--- src/rtl/mapper_pkg.sv ---
package mapper_pkg;
    localparam int WIN_W  = 2;
    localparam int PAGE_W = 3;
    localparam int MODE_W = 3;
    localparam logic [1:0] SEL_TAG = 2'b11;

    typedef enum logic [MODE_W-1:0] {
        MAP_FLAT    = 3'd0,
        MAP_TOP_EXT = 3'd1,
        MAP_ALL_EXT = 3'd2,
        MAP_SWAP    = 3'd3,
        MAP_W1_B0   = 3'd4,
        MAP_W1_B1   = 3'd5,
        MAP_W1_B2   = 3'd6,
        MAP_W1_B3   = 3'd7
    } map_mode_e;

    typedef struct packed {
        logic [PAGE_W-1:0] page;
        map_mode_e         mode;
    } map_cfg_t;

    typedef struct packed {
        logic              ext;
        logic [PAGE_W-1:0] page;
        logic [WIN_W-1:0]  bank;
    } map_res_t;

    // Layout selection for one CPU window; page is filled in by the caller.
    function automatic map_res_t pick_bank(map_mode_e mode, logic [WIN_W-1:0] win);
        map_res_t r;
        r.ext  = 1'b0;
        r.page = '0;
        r.bank = win;
        unique case (mode)
            MAP_FLAT: ;
            MAP_TOP_EXT: r.ext = (win == 2'd3);
            MAP_ALL_EXT: r.ext = 1'b1;
            MAP_SWAP: begin
                if (win == 2'd1) r.bank = 2'd3;
                r.ext = (win == 2'd3);
            end
            default: begin
                if (win == 2'd1) begin
                    r.ext  = 1'b1;
                    r.bank = mode[1:0];
                end
            end
        endcase
        return r;
    endfunction
endpackage

--- src/rtl/mapper_cfg_reg.sv ---
module mapper_cfg_reg
    import mapper_pkg::*;
(
    input  logic     clk,
    input  logic     rst,
    input  logic     wr_n,
    input  logic     a15,
    input  logic [7:0] data,
    output map_cfg_t cfg_q
);
    logic hit;
    assign hit = !wr_n && !a15 && (data[7:6] == SEL_TAG);

    always_ff @(posedge clk) begin
        if (rst) begin
            cfg_q <= '{page: '0, mode: MAP_FLAT};
        end else if (hit) begin
            cfg_q <= '{page: data[5:3], mode: map_mode_e'(data[2:0])};
        end
    end
endmodule

--- src/rtl/mapper_xlate.sv ---
module mapper_xlate
    import mapper_pkg::*;
#(
    parameter bit MIN_SYS = 1'b0
) (
    input  map_cfg_t         cfg,
    input  logic [WIN_W-1:0] win,
    input  logic             cpu_acc,
    output map_res_t         res
);
    map_res_t sel;
    logic [PAGE_W-1:0] pg;

    assign sel = pick_bank(cfg.mode, win);

    generate
        if (MIN_SYS) begin : g_min
            logic [PAGE_W-1:0] unused_pg;
            assign unused_pg = cfg.page;
            assign pg = '0;
        end else begin : g_full
            assign pg = cfg.page;
        end
    endgenerate

    always_comb begin
        if (!cpu_acc) begin
            res = '{ext: 1'b0, page: '0, bank: win};
        end else begin
            res      = sel;
            res.page = sel.ext ? pg : '0;
        end
    end
endmodule

--- src/rtl/banked_ram_mapper.sv ---
module banked_ram_mapper
    import mapper_pkg::*;
#(
    parameter bit MIN_SYS = 1'b0
) (
    input  logic       clk,
    input  logic       rst,
    input  logic [1:0] cpu_a_hi,
    input  logic [7:0] io_data,
    input  logic       io_wr_n,
    input  logic       cpu_acc,
    output logic [1:0] ram_bank,
    output logic [2:0] page_idx,
    output logic       in_ext
);
    map_cfg_t cfg_q;
    map_res_t res;

    mapper_cfg_reg cfg_i (
        .clk   (clk),
        .rst   (rst),
        .wr_n  (io_wr_n),
        .a15   (cpu_a_hi[1]),
        .data  (io_data),
        .cfg_q (cfg_q)
    );

    mapper_xlate #(.MIN_SYS(MIN_SYS)) xl_i (
        .cfg     (cfg_q),
        .win     (cpu_a_hi),
        .cpu_acc (cpu_acc),
        .res     (res)
    );

    assign ram_bank = res.bank;
    assign page_idx = res.page;
    assign in_ext   = res.ext;
endmodule

--- config.mk ---
export PLATFORM = sky130hd
export DESIGN_NAME = banked_ram_mapper
export DESIGN_NICKNAME = d
export VERILOG_FILES = /design/src/rtl/mapper_pkg.sv /design/src/rtl/mapper_cfg_reg.sv /design/src/rtl/mapper_xlate.sv /design/src/rtl/banked_ram_mapper.sv
export SDC_FILE = /design/constraint.sdc
export NUM_CORES = 1
export LEC_CHECK = 0
export ABC_CLOCK_PERIOD_IN_PS = 1400
export BUFFER_PORTS_ARGS = -buffer_cell sky130_fd_sc_hd__clkbuf_2
export CORE_AREA = 2 2 39 41
export CTS_CLUSTER_SIZE = 25
export DETAILED_ROUTE_END_ITERATION = 12
export DIE_AREA = 0 0 41 43
export GPL_ROUTABILITY_DRIVEN = 0
export PLACE_DENSITY = 0.49
export SETUP_SLACK_MARGIN = 0.5
export SKIP_CTS_REPAIR_TIMING = 1
export SLEW_MARGIN = 20
export SYNTH_ARGS = -nofsm -noshare
export SYNTH_HDL_FRONTEND = slang
export SYNTH_SLANG_ARGS = --single-unit
--- constraint.sdc ---
create_clock -name clk -period 1.4 [get_ports clk]
set_input_delay 0.21 -clock clk [delete_from_list [all_inputs] [get_ports clk]]
set_output_delay 0.21 -clock clk [all_outputs]
set_load 0.05 [all_outputs]
==> metrics.md <==
| Metric | Value |
|---|---|
| Main combinational cell family by area after synthesis | `simple AND/OR/NAND/NOR gates` |
| PwrDens | `714 mW/mm²` |
| Syn_nets | `46` |
| Yosys reg bits | `6` |
| Ant diodes | `0` |
| Overall Power | `397 µW` |
| Final Max Slew Viols | `0` |
| Worst-Margin Slew | `0.283 ns` |
| CP startpoint kind | `flip-flop` |
| Placement Cell Area | `473 µm²` |
| DR vias | `320` |
| Final WS setup | `-0.127 ns` |
| Cells after synthesis | `32` |
| Iteration-0 DRC Markers | `0` |
| Largest regs | `cfg_i.cfg_q x6` |
| Die ar. | `0.00176 mm²` |
| Mux cell area share after synthesis | `18.7%` |
| Setup CP Type | `reg2out` |
| Fill cells | `145` |
| CP max FO | `6` |
| Die width | `41 µm` |
| Slew headroom | `81.1%` |
| Vias in the first global route | `296` |
| Routed wire length | `701 µm` |
| RSZ-0062 raised after global routing | `true` |
| Max Cap Viol | `0` |
| CTS clk-pin slew, worst paths | `0.04 ns` |
| NumNets Final | `70` |
| GRT Overall Usage | `10.2%` |
| Die Y-Extent | `43 µm` |
| Run status | `finished, violations left` |
| Tcrit/Tclk final | `109%` |
| CTS max path bufs | `2` |
| CTS Sinks | `6` |
| Cell Area, Synth | `322 µm²` |
| Core ar. | `0.00138 mm²` |
| # DRC | `0` |
| CTS H-tree lvls | `1` |
| Layout cell share with drive strength beyond 1 | `63.0%` |
| CTS buffer count | `3` |
| Register area share after synthesis | `37.4%` |
| Initial Util | `23.2%` |
| Synth warn | `0` |
| Worst vdd ir | `429 µV` |
| IO Pins | `20` |
| WHS | `0.209 ns` |
| Non-Filler Instances | `70` |
| Max Clk Rate | `0.655 GHz` |
| Area Overhead vs Synth | `73.2%` |
| PortBufs | `19` |
| Most flop-heavy register | `cfg_i.cfg_q` |
| Root Driver | `clkbuf_4` |
| Max reg flops | `6` |
| Avg WL per Cell | `10.0 µm` |
| Failing checks | `setup timing` |
| Largest net degree at the start of global routing | `7` |
| Crit path time final | `1.53 ns` |
| Final setup TNS | `-0.455 ns` |
| Static Leak | `0.233 nW` |
| Post-DR vias/cell | `4.57` |
| Synth Area in Simple Gates | `31.5%` |
| Row cnt | `14` |
| HP Class | `in2reg` |
| Final instance area | `557 µm²` |
| CP arrival | `1.32 ns` |
| Post-DRT Antenna Nets | `0` |
| Final Setup Violations | `4` |
| CP required | `1.19 ns` |
| Element type at the critical path end | `primary output` |
| Synth cell types | `15` |
| Final hold vios | `0` |
| Synth Area in Compound Gates | `7.78%` |
| Xor/xnor share of the synthesized area | `0%` |
| Synth Area per Inst | `10.0 µm²` |
| Post-Synth Adder-Cell Area | `0%` |
| Antenna violations before repair | `0` |
| Clk Latency, worst-skew pair | `0.24 ns` |
| Drt first pass iters | `1` |
| First-pass GRT wire length | `1210 µm` |
| Worst Skew | `0 ns` |
| Post-placement cell count | `67` |
| Overflow after GRT | `0` |
| TritonCTS clock tree | `done` |
layout by cell type, fill, tap and decap left out, drive strengths merged:
cell type	synthesis	layout
and2	1	1
and3	3	3
and4bb	2	2
buf	1	7
clkbuf	0	16
dfxtp	6	6
inv	1	1
mux2i	6	6
nand2b	1	1
nand3b	1	1
nand4b	1	1
nor2	6	6
nor2b	1	1
o2111ai	1	1
o311ai	1	1
report_power, final:
group / switching (mW) / total (mW) / internal [mW] / leakage [nW]
clock network: 0.0566 / 0.153 / 0.0966 / 0.0138
registers: 0.00345 / 0.176 / 0.172 / 0.0501
logic: 0.0337 / 0.0684 / 0.0348 / 0.169
total: 0.0937 / 0.397 / 0.304 / 0.233
final timing paths:
check                           cells after the start           start  slack [ns]        endpoint
worst max-delay path                                4  cfg_i.cfg_q[2]       -0.13     page_idx[2]
worst min-delay path                                2             rst        0.21  cfg_i.cfg_q[0]
worst max register to register                      3  cfg_i.cfg_q[1]        0.70  cfg_i.cfg_q[1]
worst min register to register                      2  cfg_i.cfg_q[3]        0.50  cfg_i.cfg_q[3]
cell families after synthesis:
| group | Yosys count |
|---|---|
| simple gates | 16 |
| flops | 6 |
| buf+inv | 2 |
| mux | 6 |
| compound gates | 2 |
per-layer routing:
metal  up-vias  routed length, µm  GRT usage [%]
li1        163                  -              -
met1       150                300           13.5
met2         7                366           13.8
met3         0                 34           3.14
met4         0                  0           6.00
met5         -                  0              0
per-stage QoR:
| step | util, % | setup WS, ns |
|---|---|---|
| CTS | 35.8 | -0.244 |
| global placement | 34.2 | 0.0244 |
| global route | 40.2 | -0.174 |
| detailed placement | 34.2 | 0.0253 |
| finish | 40.2 | -0.127 |
| floorplan | - | 0.214 |
synthesized netlist by cell type:
master	instances	area (µm²)
buf_6	1	11.3
o2111ai_1	1	8.76
and4bb_1	1	12.5
dfxtp_1	6	120
and4bb_2	1	12.5
nand3b_1	1	7.51
nor2_1	6	22.5
o311ai_2	1	16.3
nand4b_1	1	8.76
nor2b_1	1	6.26
inv_1	1	3.75
mux2i_1	6	60.1
and2_1	1	6.26
and3_1	3	18.8
nand2b_1	1	6.26
area by class of cell:
cell class | instances | area [µm²] | area share, %
Multi-Input combinational cell | 24 | 228 | 40.9
Tap cell | 16 | 20.0 | 3.60
Inverter | 1 | 3.75 | 0.674
Timing Repair Buffer | 20 | 155 | 27.9
Sequential cell | 6 | 128 | 22.9
Clock buffer | 3 | 22.5 | 4.04
worst max-delay path: stages, from the launching register on:
cell,delay [ns]
dfxtp_4,0.36
nand4b_1,0.22
o311ai_4,0.11
and3_4,0.25
buf_8,0.14
No activity file was read; power rests on OpenSTA's default activity.
